### src/rtl/irq_bank_pkg.sv
package irq_bank_pkg;

    localparam int SEL_W = 2;

    typedef enum logic [SEL_W-1:0] {
        SEL_PEND  = 2'd0,
        SEL_MASK  = 2'd1,
        SEL_FORCE = 2'd2,
        SEL_NONE  = 2'd3
    } reg_sel_e;

    typedef struct packed {
        logic pend;
        logic mask;
    } cell_state_t;

endpackage

### src/rtl/irq_reg_decode.sv
module irq_reg_decode
    import irq_bank_pkg::*;
#(
    parameter int NUM_SRC = 8
) (
    input  logic               clk_i,
    input  logic               rst_ni,
    input  logic               we_i,
    input  logic [SEL_W-1:0]   sel_i,
    input  logic [NUM_SRC-1:0] wdata_i,
    input  logic [NUM_SRC-1:0] pend_i,
    input  logic [NUM_SRC-1:0] mask_i,
    output logic [NUM_SRC-1:0] clr_o,
    output logic [NUM_SRC-1:0] force_o,
    output logic               mask_we_o,
    output logic [NUM_SRC-1:0] rdata_o
);

    reg_sel_e sel;

    always_comb begin
        sel       = reg_sel_e'(sel_i);
        clr_o     = '0;
        force_o   = '0;
        mask_we_o = 1'b0;
        rdata_o   = '0;
        unique case (sel)
            SEL_PEND: begin
                rdata_o = pend_i;
                if (we_i) clr_o = wdata_i;
            end
            SEL_MASK: begin
                rdata_o = mask_i;
                mask_we_o = we_i;
            end
            SEL_FORCE: begin
                if (we_i) force_o = wdata_i;
            end
            default: begin
                rdata_o = '0;
            end
        endcase
    end

    // at most one register takes a write in any cycle
    a_r9_one_target: assert property (@(posedge clk_i) disable iff (!rst_ni)
        $onehot0({|clr_o, |force_o, mask_we_o}));

    // the force register never reads back
    a_r5_force_reads_zero: assert property (@(posedge clk_i) disable iff (!rst_ni)
        (sel_i == SEL_FORCE) |-> (rdata_o == '0));

endmodule

### src/rtl/irq_src_cell.sv
module irq_src_cell
    import irq_bank_pkg::*;
(
    input  logic clk_i,
    input  logic rst_ni,
    input  logic hw_set_i,
    input  logic sw_set_i,
    input  logic sw_clr_i,
    input  logic mask_we_i,
    input  logic mask_wbit_i,
    output logic pend_o,
    output logic mask_o,
    output logic irq_o
);

    cell_state_t st_d, st_q;

    always_comb begin
        st_d = st_q;
        if (sw_clr_i) st_d.pend = 1'b0;
        if (hw_set_i || sw_set_i) st_d.pend = 1'b1;
        if (mask_we_i) st_d.mask = mask_wbit_i;
    end

    always_ff @(posedge clk_i or negedge rst_ni) begin
        if (!rst_ni) st_q <= '0;
        else         st_q <= st_d;
    end

    assign pend_o = st_q.pend;
    assign mask_o = st_q.mask;
    assign irq_o  = st_q.pend & st_q.mask;

    a_r6_event_latches: assert property (@(posedge clk_i) disable iff (!rst_ni)
        hw_set_i |=> pend_o);

    a_r6_pend_sticky: assert property (@(posedge clk_i) disable iff (!rst_ni)
        (pend_o && !sw_clr_i) |=> pend_o);

    a_r7_set_beats_clear: assert property (@(posedge clk_i) disable iff (!rst_ni)
        (hw_set_i && sw_clr_i) |=> pend_o);

    a_r3_clear_drops: assert property (@(posedge clk_i) disable iff (!rst_ni)
        (sw_clr_i && !hw_set_i && !sw_set_i) |=> !pend_o);

    a_r4_force_sets: assert property (@(posedge clk_i) disable iff (!rst_ni)
        sw_set_i |=> pend_o);

    a_r2_mask_loads: assert property (@(posedge clk_i) disable iff (!rst_ni)
        mask_we_i |=> (mask_o == $past(mask_wbit_i)));

    a_r8_pin_needs_both: assert property (@(posedge clk_i) disable iff (!rst_ni)
        irq_o |-> (pend_o && mask_o));

endmodule

### src/rtl/irq_bank.sv
module irq_bank
    import irq_bank_pkg::*;
#(
    parameter int NUM_SRC = 8
) (
    input  logic               clk_i,
    input  logic               rst_ni,
    input  logic               reg_we_i,
    input  logic [1:0]         reg_sel_i,
    input  logic [NUM_SRC-1:0] reg_wdata_i,
    output logic [NUM_SRC-1:0] reg_rdata_o,
    input  logic [NUM_SRC-1:0] hw_event_i,
    output logic [NUM_SRC-1:0] irq_o
);

    logic [NUM_SRC-1:0] pend_vec, mask_vec, clr_vec, force_vec;
    logic               mask_we;

    irq_reg_decode #(.NUM_SRC(NUM_SRC)) u_decode (
        .clk_i     (clk_i),
        .rst_ni    (rst_ni),
        .we_i      (reg_we_i),
        .sel_i     (reg_sel_i),
        .wdata_i   (reg_wdata_i),
        .pend_i    (pend_vec),
        .mask_i    (mask_vec),
        .clr_o     (clr_vec),
        .force_o   (force_vec),
        .mask_we_o (mask_we),
        .rdata_o   (reg_rdata_o)
    );

    for (genvar i = 0; i < NUM_SRC; i++) begin : g_src
        irq_src_cell u_cell (
            .clk_i       (clk_i),
            .rst_ni      (rst_ni),
            .hw_set_i    (hw_event_i[i]),
            .sw_set_i    (force_vec[i]),
            .sw_clr_i    (clr_vec[i]),
            .mask_we_i   (mask_we),
            .mask_wbit_i (reg_wdata_i[i]),
            .pend_o      (pend_vec[i]),
            .mask_o      (mask_vec[i]),
            .irq_o       (irq_o[i])
        );
    end

    // writes to the unassigned select leave both registers alone
    a_r9_unassigned_inert: assert property (@(posedge clk_i) disable iff (!rst_ni)
        (reg_we_i && reg_sel_i == 2'd3 && hw_event_i == '0) |=>
            ($stable(pend_vec) && $stable(mask_vec)));

endmodule

### config.mk
export PLATFORM = sky130hd
export DESIGN_NAME = irq_bank
export DESIGN_NICKNAME = d
export VERILOG_FILES = /design/src/rtl/irq_bank_pkg.sv /design/src/rtl/irq_reg_decode.sv /design/src/rtl/irq_src_cell.sv /design/src/rtl/irq_bank.sv
export SDC_FILE = /design/constraint.sdc
export NUM_CORES = 1
export LEC_CHECK = 0
export CAP_MARGIN = 5
export CELL_PAD_IN_SITES_DETAIL_PLACEMENT = 0
export CELL_PAD_IN_SITES_GLOBAL_PLACEMENT = 1
export CORE_UTILIZATION = 34
export CTS_CLUSTER_SIZE = 30
export DETAILED_ROUTE_END_ITERATION = 6
export PLACE_DENSITY_LB_ADDON = 0.1
export RECOVER_POWER = 100
export SYNTH_ARGS = -nofsm -noshare
export SYNTH_HDL_FRONTEND = slang
export SYNTH_SLANG_ARGS = --single-unit
### constraint.sdc
create_clock -name clk_i -period 2 [get_ports clk_i]
set_input_delay 0.6 -clock clk_i [delete_from_list [all_inputs] [get_ports clk_i]]
set_output_delay 0.6 -clock clk_i [all_outputs]
set_load 0.01 [all_outputs]
==> reports/qor.tcl, run 1 <==
set qor(cts_buffers) 3
set qor(num_rows) 18
set qor(clockPowerShare_pct) 24.6
set qor(grt_start_max_net_pins) 17
set qor(final.period_utilization_pct) 95.98
set qor(synthesis.yosys.warnings) 0
set qor(drv_cap) 0
set qor(crit_path_max_fanout) 6
set qor(post_synth_inst_count) 93
set qor(initial_core_util_pct) 37.33
set qor(cts_max_path_buffers) 2
set qor(p_leak_nw) 0.6257
set qor(worst-slew-pin-transition_ns) 0.8719
set qor(chipHeight_um) 55.10
set qor(max_slew_margin_pct) 41.87
set qor(gpl.final_weighted_congestion) 0.5679
set qor(r2r_cell_count) 1
set qor(cts.hold.buffers_added) 0
set qor(seq_area_frac_synth_pct) 41.78
set qor(wl_per_cell_um) 13.41
set qor(total_instance_count_after_detailed_placement) 151
set qor(dr_total_vias) 792
set qor(finalSetupViolations) 0
set qor(mean_instance_size_in_the_synthesized_netlist_um2) 10.31
set qor(layout.cells.most_common) {nor2_1}
set qor(crit_arrival_ns) 1.32
set qor(half_perimeter_wire_length_of_the_detailed_placement_result_um) 1333
set qor(cts_sinks) 16
set qor(netlist_area_um2) 958.4
set qor(worst-r2r-setup-slack_ns) 1.22
set qor(power.combinational.fraction_pct) 32.5
set qor(vdd_drop_max_mv) 0.3956
set qor(route.detailed.drc) 0
set qor(clock_tree.htree_level_count) 1
set qor(holdCritPathClass) {reg2reg}
set qor(fmax_mhz) 520.9
set qor(worst_setup_ep_type) {primary output}
set qor(synth-seq-cells) 16
set qor(gr-total-overflow) 0
set qor(p_switching_w) 0.0002443
set qor(fraction_of_final_layout_cells_with_drive_strength_greater_than_1_pct) 20.90
set qor(tritoncts) {built}
set qor(wl_um) 2199
set qor(final-hold-violation-count) 0
set qor(cp.required_ns) 1.40
set qor(cp-start-kind) {input port}
set qor(drt-initial-drc-count) 9
set qor(grt_usage_pct) 15.90
set qor(dieArea_mm2) 0.003035
set qor(portBuffers) 36
set qor(final_period_minus_worst_setup_slack_ns) 1.920
set qor(finalHoldWorstSlack_ns) 0.5419
set qor(die_w_um) 55.10
set qor(layout.cells.most_common_list) {24 x nor2_1, 23 x clkdlybuf4s50_1, 16 x mux2i_1, 16 x dfrtp_1, 9 x nand3b_1}
set qor(antenna-diode-count) 0
set qor(worst-setup-path-type) {in2out}
set qor(switching_share_pct) 27.30
set qor(sequentialPowerShare_pct) 42.9
set qor(synthesis.nets) 114
set qor(area_growth_syn_to_layout_pct) 43.86
set qor(core_region_area_mm2) 0.002567
set qor(clock_insertion_delay_worst_skew_ns) 0.29
set qor(detailed_router_iteration_count_before_antenna_repair) 4
set qor(viasPerCell) 4.829
set qor(ant_nets) 0
set qor(ctsRootBufferMaster) {clkbuf_4}
set qor(grt_first_pass_wirelength_um) 3249
set qor(synth.lib_cells_used.distinct) 11
set qor(path_clk_slew_ns) 0.10
set qor(slew_violations) 0
set qor(floorplan.io_pins) 37
set qor(skew_ns) 0
set qor(vias_in_the_first_global_route) 698
set qor(internal_power_w) 0.0006506
set qor(result_of_the_run) {complete, no violations}
set qor(finish.net_count) 156
set qor(unrepaired_setup_endpoints_after_global_routing) {false}
set qor(worstHoldPathCells) 1
set qor(layoutNonFillerInstCount) 164
set qor(number_of_antenna_violations_at_the_first_check_in_global_routing) 0
set qor(power.density_cell_area_mw_per_mm2) 649.0
[final cells by class]
class / count / area [µm²]
timing repair buffer: 49 / 446.7
clock buffer: 4 / 36.28
tap: 30 / 37.54
sequential: 16 / 400.4
multi-input combinational: 65 / 457.9
fill: 250 / 1189
[power groups by stage]
stage | logic, W | clock network (W) | registers, W
CTS | 0.000311 | 0.000224 | 0.000384
detailed placement | 0.000299 | 0 | 0.000390
global route | 0.000318 | 0.000236 | 0.000389
finish | 0.000291 | 0.000220 | 0.000384
global placement | 0.000297 | 0 | 0.000389
floorplan | 0.000178 | 0 | 0.000383
[flip-flops by register name, summed over array words and instances (netlist names)]
| signal | cells |
|---|---|
| g_src.u_cell.mask_o | 8 |
| g_src.u_cell.pend_o | 8 |
[cell usage after synthesis]
master	number	area [µm²]
and2_1	8	50.05
buf_2	1	5.000
buf_4	9	67.56
buf_6	1	11.26
clkbuf_1	1	3.750
dfrtp_1	16	400.4
mux2_2	8	90.09
mux2i_1	16	160.2
nand3b_1	8	60.06
nand3b_4	1	20.02
nor2_1	24	90.09
[kinds of logic (layout without fill, tap and decap cells)]
kind of cell           count (synthesis)  in the layout  share of synthesized area, %
buffers and inverters                 12             53                         9.137
multiplexers                          24             24                         26.11
flip-flops                            16             16                         41.78
AND/OR/NAND/NOR                       41             41                         22.98
[routing by layer]
metal | GRT usage, % | vias to the layer above | share of wire (%)
li1 | - | 385 | -
met5 | 0 | - | 0
met4 | 6.250 | 0 | 0.86
met2 | 25.70 | 26 | 44
met1 | 21.36 | 379 | 49
met3 | 2.186 | 2 | 5.8
[per-stage QoR]
stage	util [%]	power (W)	instance area [µm²]	setup TNS (ns)	setup WS, ns
after floorplan	-	0.0005604	958.4	0	0.2770
after global placement	51.56	0.0006865	1324	-4.682	-0.5951
after detailed placement	51.56	0.0006896	1324	-4.730	-0.6003
after CTS	56.14	0.0009194	1441	0	0.0002910
after global routing	53.70	0.0009426	1379	0	0.004818
final	53.70	0.0008949	1379	0	0.08031
[worst max-delay path, stage by stage]
cell      delay, ns
buf_2          0.11
buf_12         0.13
buf_6          0.12
mux2i_1        0.11
nor2_1         0.08
clkbuf_1       0.16
[worst paths after layout]
| check | end | from |
|---|---|---|
| min in group asynchronous | g_src[0].u_cell.pend_o$_DFFE_PN0P_ | rst_ni |
| max in group asynchronous | g_src[7].u_cell.pend_o$_DFFE_PN0P_ | rst_ni |
| min | g_src[3].u_cell.mask_o$_DFFE_PN0P_ | g_src[3].u_cell.mask_o$_DFFE_PN0P_ |
| max reg2reg | g_src[6].u_cell.mask_o$_DFFE_PN0P_ | g_src[6].u_cell.mask_o$_DFFE_PN0P_ |
| max | reg_rdata_o[5] | reg_sel_i[0] |
| min reg2reg | g_src[3].u_cell.mask_o$_DFFE_PN0P_ | g_src[3].u_cell.mask_o$_DFFE_PN0P_ |
[what timing repair did]
action,in CTS,in global routing
buffers inserted,8,0
resized for setup,29,9
gates cloned,1,0
pin swaps,1,1
setup endpoints to repair,8,6
Power figures use the tool's default switching activity.
==> run 2: changes to the inputs <==
--- a/config.mk
+++ b/config.mk
@@ -5,7 +5,7 @@
 export SDC_FILE = /design/constraint.sdc
 export NUM_CORES = 1
 export LEC_CHECK = 0
-export CAP_MARGIN = 5
+export CAP_MARGIN = 0
 export CELL_PAD_IN_SITES_DETAIL_PLACEMENT = 0
 export CELL_PAD_IN_SITES_GLOBAL_PLACEMENT = 1
 export CORE_UTILIZATION = 34
==> results of run 2 <==
The final DEF is identical to that of run 1; final timing and power are the same.
==> run 3: changes to the inputs <==
--- a/config.mk
+++ b/config.mk
@@ -5,10 +5,11 @@
 export SDC_FILE = /design/constraint.sdc
 export NUM_CORES = 1
 export LEC_CHECK = 0
+export ABC_AREA = 1
 export CAP_MARGIN = 0
 export CELL_PAD_IN_SITES_DETAIL_PLACEMENT = 0
 export CELL_PAD_IN_SITES_GLOBAL_PLACEMENT = 1
-export CORE_UTILIZATION = 34
+export CORE_UTILIZATION = 29
 export CTS_CLUSTER_SIZE = 30
 export DETAILED_ROUTE_END_ITERATION = 6
 export PLACE_DENSITY_LB_ADDON = 0.1
==> constraint.sdc (replaced) <==
create_clock -name clk_i -period 2.16 [get_ports clk_i]
set_input_delay 0.648 -clock clk_i [delete_from_list [all_inputs] [get_ports clk_i]]
set_output_delay 0.648 -clock clk_i [all_outputs]
set_load 0.01 [all_outputs]
==> run 3 against run 2 <==
Compared with the run above:
- cell count rose by 44%
- largest cell class unchanged
- worst hold slack got worse by 0.031 ns
- sequential power fell by 8.3%
- utilization fell by 9.7 points
- clock skew did not move
- total power fell by 17%
- clock-buffer cell count fell by 1
- die area rose by 20%
==> reports/qor.tcl, run 3 <==
set qor(wl_um) 2455
set qor(synthesis.yosys.warnings) 0
set qor(clock_insertion_delay_worst_skew_ns) 0.28
set qor(cp.required_ns) 1.51
set qor(portBuffers) 36
set qor(hold-path-endpoint) {g_src[7].u_cell.mask_o$_DFFE_PN0P_}
set qor(power.density_cell_area_mw_per_mm2) 536.3
set qor(area_leader_netlist) {dfrtp_1}
set qor(mean_instance_size_in_the_synthesized_netlist_um2) 6.393
set qor(dieArea_mm2) 0.003655
set qor(finalHoldWorstSlack_ns) 0.5106
set qor(timing.hold.worst.start) {g_src[7].u_cell.mask_o$_DFFE_PN0P_}
set qor(worst-setup-path-type) {in2out}
set qor(antenna-diode-count) 0
set qor(cts_buffers) 3
set qor(dominant_cell_by_count_in_the_synthesized_netlist) {nand2_1}
set qor(synth.top_cells.by_area) {dfrtp_1 40%, nand2_1 34%, buf_4 6.8%}
set qor(max_slew_margin_pct) 39.62
set qor(crit_arrival_ns) 1.44
set qor(final_area_mm2) 0.001386
set qor(grt_start_max_net_pins) 17
set qor(placed_cell_area_mm2) 0.001395
set qor(unrepaired_setup_endpoints_after_global_routing) {false}
set qor(vdd_drop_max_mv) 0.1954
set qor(area_growth_syn_to_layout_pct) 39.90
set qor(slew_violations) 0
set qor(seq_area_frac_synth_pct) 40.40
set qor(skew_ns) 0
set qor(num_rows) 20
set qor(rr_endpoint) {g_src[5].u_cell.pend_o$_DFFE_PN0P_}
set qor(layout.cells.most_common) {nand2_1}
set qor(final.period_utilization_pct) 96.56
set qor(holdCritPathClass) {reg2reg}
set qor(top_area_cell_type_share_of_the_netlist_area_pct) 40.40
set qor(post_synth_inst_count) 155
set qor(crit_chain) {clkdlybuf4s15_2 -> nor2_4 -> buf_12 -> nand2_1 -> nand2_1 -> clkbuf_1}
set qor(ctsRootBufferMaster) {clkbuf_4}
set qor(worst-r2r-setup-slack_ns) 1.52
set qor(route.detailed.drc) 0
set qor(floorplan.io_pins) 37
set qor(core_region_area_mm2) 0.003153
set qor(number_of_antenna_violations_at_the_first_check_in_global_routing) 0
set qor(finish.net_count) 215
set qor(worst_setup_ep_type) {primary output}
set qor(grt_first_pass_wirelength_um) 4084
set qor(cts_sinks) 16
set qor(vias_in_the_first_global_route) 899
set qor(p_leak_nw) 0.7909
set qor(post_synth_edffs) 0
set qor(crit_path_start) {reg_sel_i[0]}
set qor(r2r_cell_count) 2
set qor(netlist_area_um2) 991.0
set qor(dr_total_vias) 968
set qor(worstHoldPathCells) 2
set qor(result_of_the_run) {complete, no violations}
set qor(synthesis.nets) 176
set qor(cp-start-kind) {input port}
set qor(detailed_router_iteration_count_before_antenna_repair) 3
set qor(final_period_minus_worst_setup_slack_ns) 2.086
set qor(fmax_mhz) 479.5
set qor(worst-slew-pin-transition_ns) 0.9057
set qor(ant_nets) 0
set qor(fraction_of_final_layout_cells_with_drive_strength_greater_than_1_pct) 9.896
set qor(cts_max_path_buffers) 2
set qor(utilization_pct) 43.97
set qor(worst_path_most_repeated_cell) {nand2_1}
set qor(crit_path_max_incr_delay_ns) 0.22
set qor(fin_setup_tns_ns) 0
set qor(final-hold-violation-count) 0
set qor(half_perimeter_wire_length_of_the_detailed_placement_result_um) 1735
set qor(path_clk_slew_ns) 0.10
set qor(synth-main-ff-cell) {dfrtp_1}
set qor(postSynth.asyncResetShare_pct) 100.0
set qor(cpMaxStageDelayCell) {clkdlybuf4s15_2}
set qor(grt_usage_pct) 15.71
set qor(initial_core_util_pct) 31.43
set qor(fillerInstances) 361
set qor(synth-seq-cells) 16
set qor(layout.cells.most_common_list) {91 x nand2_1, 18 x inv_1, 16 x nor2_1, 16 x dfrtp_1, 16 x clkdlybuf4s50_1}
set qor(synth.cells.most_frequent) {90 x nand2_1, 18 x inv_1, 16 x dfrtp_1, 16 x nor2_1, 9 x buf_4}
set qor(crit_path_max_fanout) 7
set qor(chipHeight_um) 60.46
set qor(wl_per_cell_um) 10.40
set qor(regToRegStartpoint) {g_src[5].u_cell.pend_o$_DFFE_PN0P_}
set qor(die_w_um) 60.46
set qor(tritoncts) {built}
set qor(gpl.final_weighted_congestion) 0.7203
set qor(gr-total-overflow) 0
set qor(synth.lib_cells_used.distinct) 10
set qor(cts.hold.buffers_added) 0
set qor(drt-initial-drc-count) 23
set qor(drv_cap) 0
set qor(finalSetupViolations) 0
set qor(clock_tree.htree_level_count) 1
set qor(layoutNonFillerInstCount) 236
set qor(total_instance_count_after_detailed_placement) 231
set qor(viasPerCell) 4.102
## run 3: cell types whose count changed after synthesis, sizes merged
cell / delta
buf: -2
and2: -8
mux2: -8
nand2: +91
inv: +19
nor2: -5
mux2i: -16
nand3b: -9
## run 3: layer usage
layer | part of all wire, % | global-route usage [%]
met1 | 46 | 19.97
met2 | 49 | 26.37
met3 | 4.2 | 2.559
met4 | 0.69 | 6.818
met5 | 0 | 0
## run 3: worst max path at each step
stage                           endpoint  cells past startpoint  slack [ns]
after floorplan           reg_rdata_o[0]                      4        0.41
after global placement    reg_rdata_o[1]                      6       -0.62
after detailed placement  reg_rdata_o[7]                      6       -0.66
after CTS                 reg_rdata_o[7]                      6        0.04
after global routing      reg_rdata_o[4]                      6        0.02
final                     reg_rdata_o[4]                      6        0.07
## run 3: final cells by class
| class | count | area, µm² | area share [%] |
|---|---|---|---|
| tap | 44 | 55.05 | 3.971 |
| clock buffer | 3 | 22.52 | 1.625 |
| sequential | 16 | 400.4 | 28.88 |
| inverter | 19 | 71.32 | 5.144 |
| timing repair buffer | 44 | 406.6 | 29.33 |
| multi-input combinational | 110 | 430.4 | 31.05 |
## run 3: kinds of logic (layout without fill, tap and decap cells)
group	Yosys count	count (layout)	synth area share [%]
flip-flops	16	16	40.40
AND/OR/NAND/NOR	110	110	44.19
buffers and inverters	29	66	15.40
## run 3: critical path, delay by kind of cell
kind / cells / cell delay, ns
buffers and inverters: 3 / 0.52
AND/OR/NAND/NOR: 3 / 0.28
## run 3: what timing repair did
item                                    4_1_cts  5_1_grt
cloned                                        1        0
pin swaps                                     1        1
setup buffers                                 2        0
endpoints found under the setup margin        8        4
gates resized for setup                      39        2
## run 3: through the flow
| stage | worst slack (ns) | power [W] |
|---|---|---|
| finish | 0.07441 | 0.0007436 |
| global route | 0.01657 | 0.0008068 |
| CTS | 0.04056 | 0.0007755 |
| detailed placement | -0.6599 | 0.0006169 |
| global placement | -0.6216 | 0.0006121 |
| floorplan | 0.4089 | 0.0004948 |
## run 3: where the power goes
part           internal [W]  total, W  switching [W]
Combinational      0.000120  0.000233       0.000113
Sequential         0.000328  0.000352      0.0000237
Clock             0.0000646  0.000159      0.0000945
Total              0.000512  0.000744       0.000231
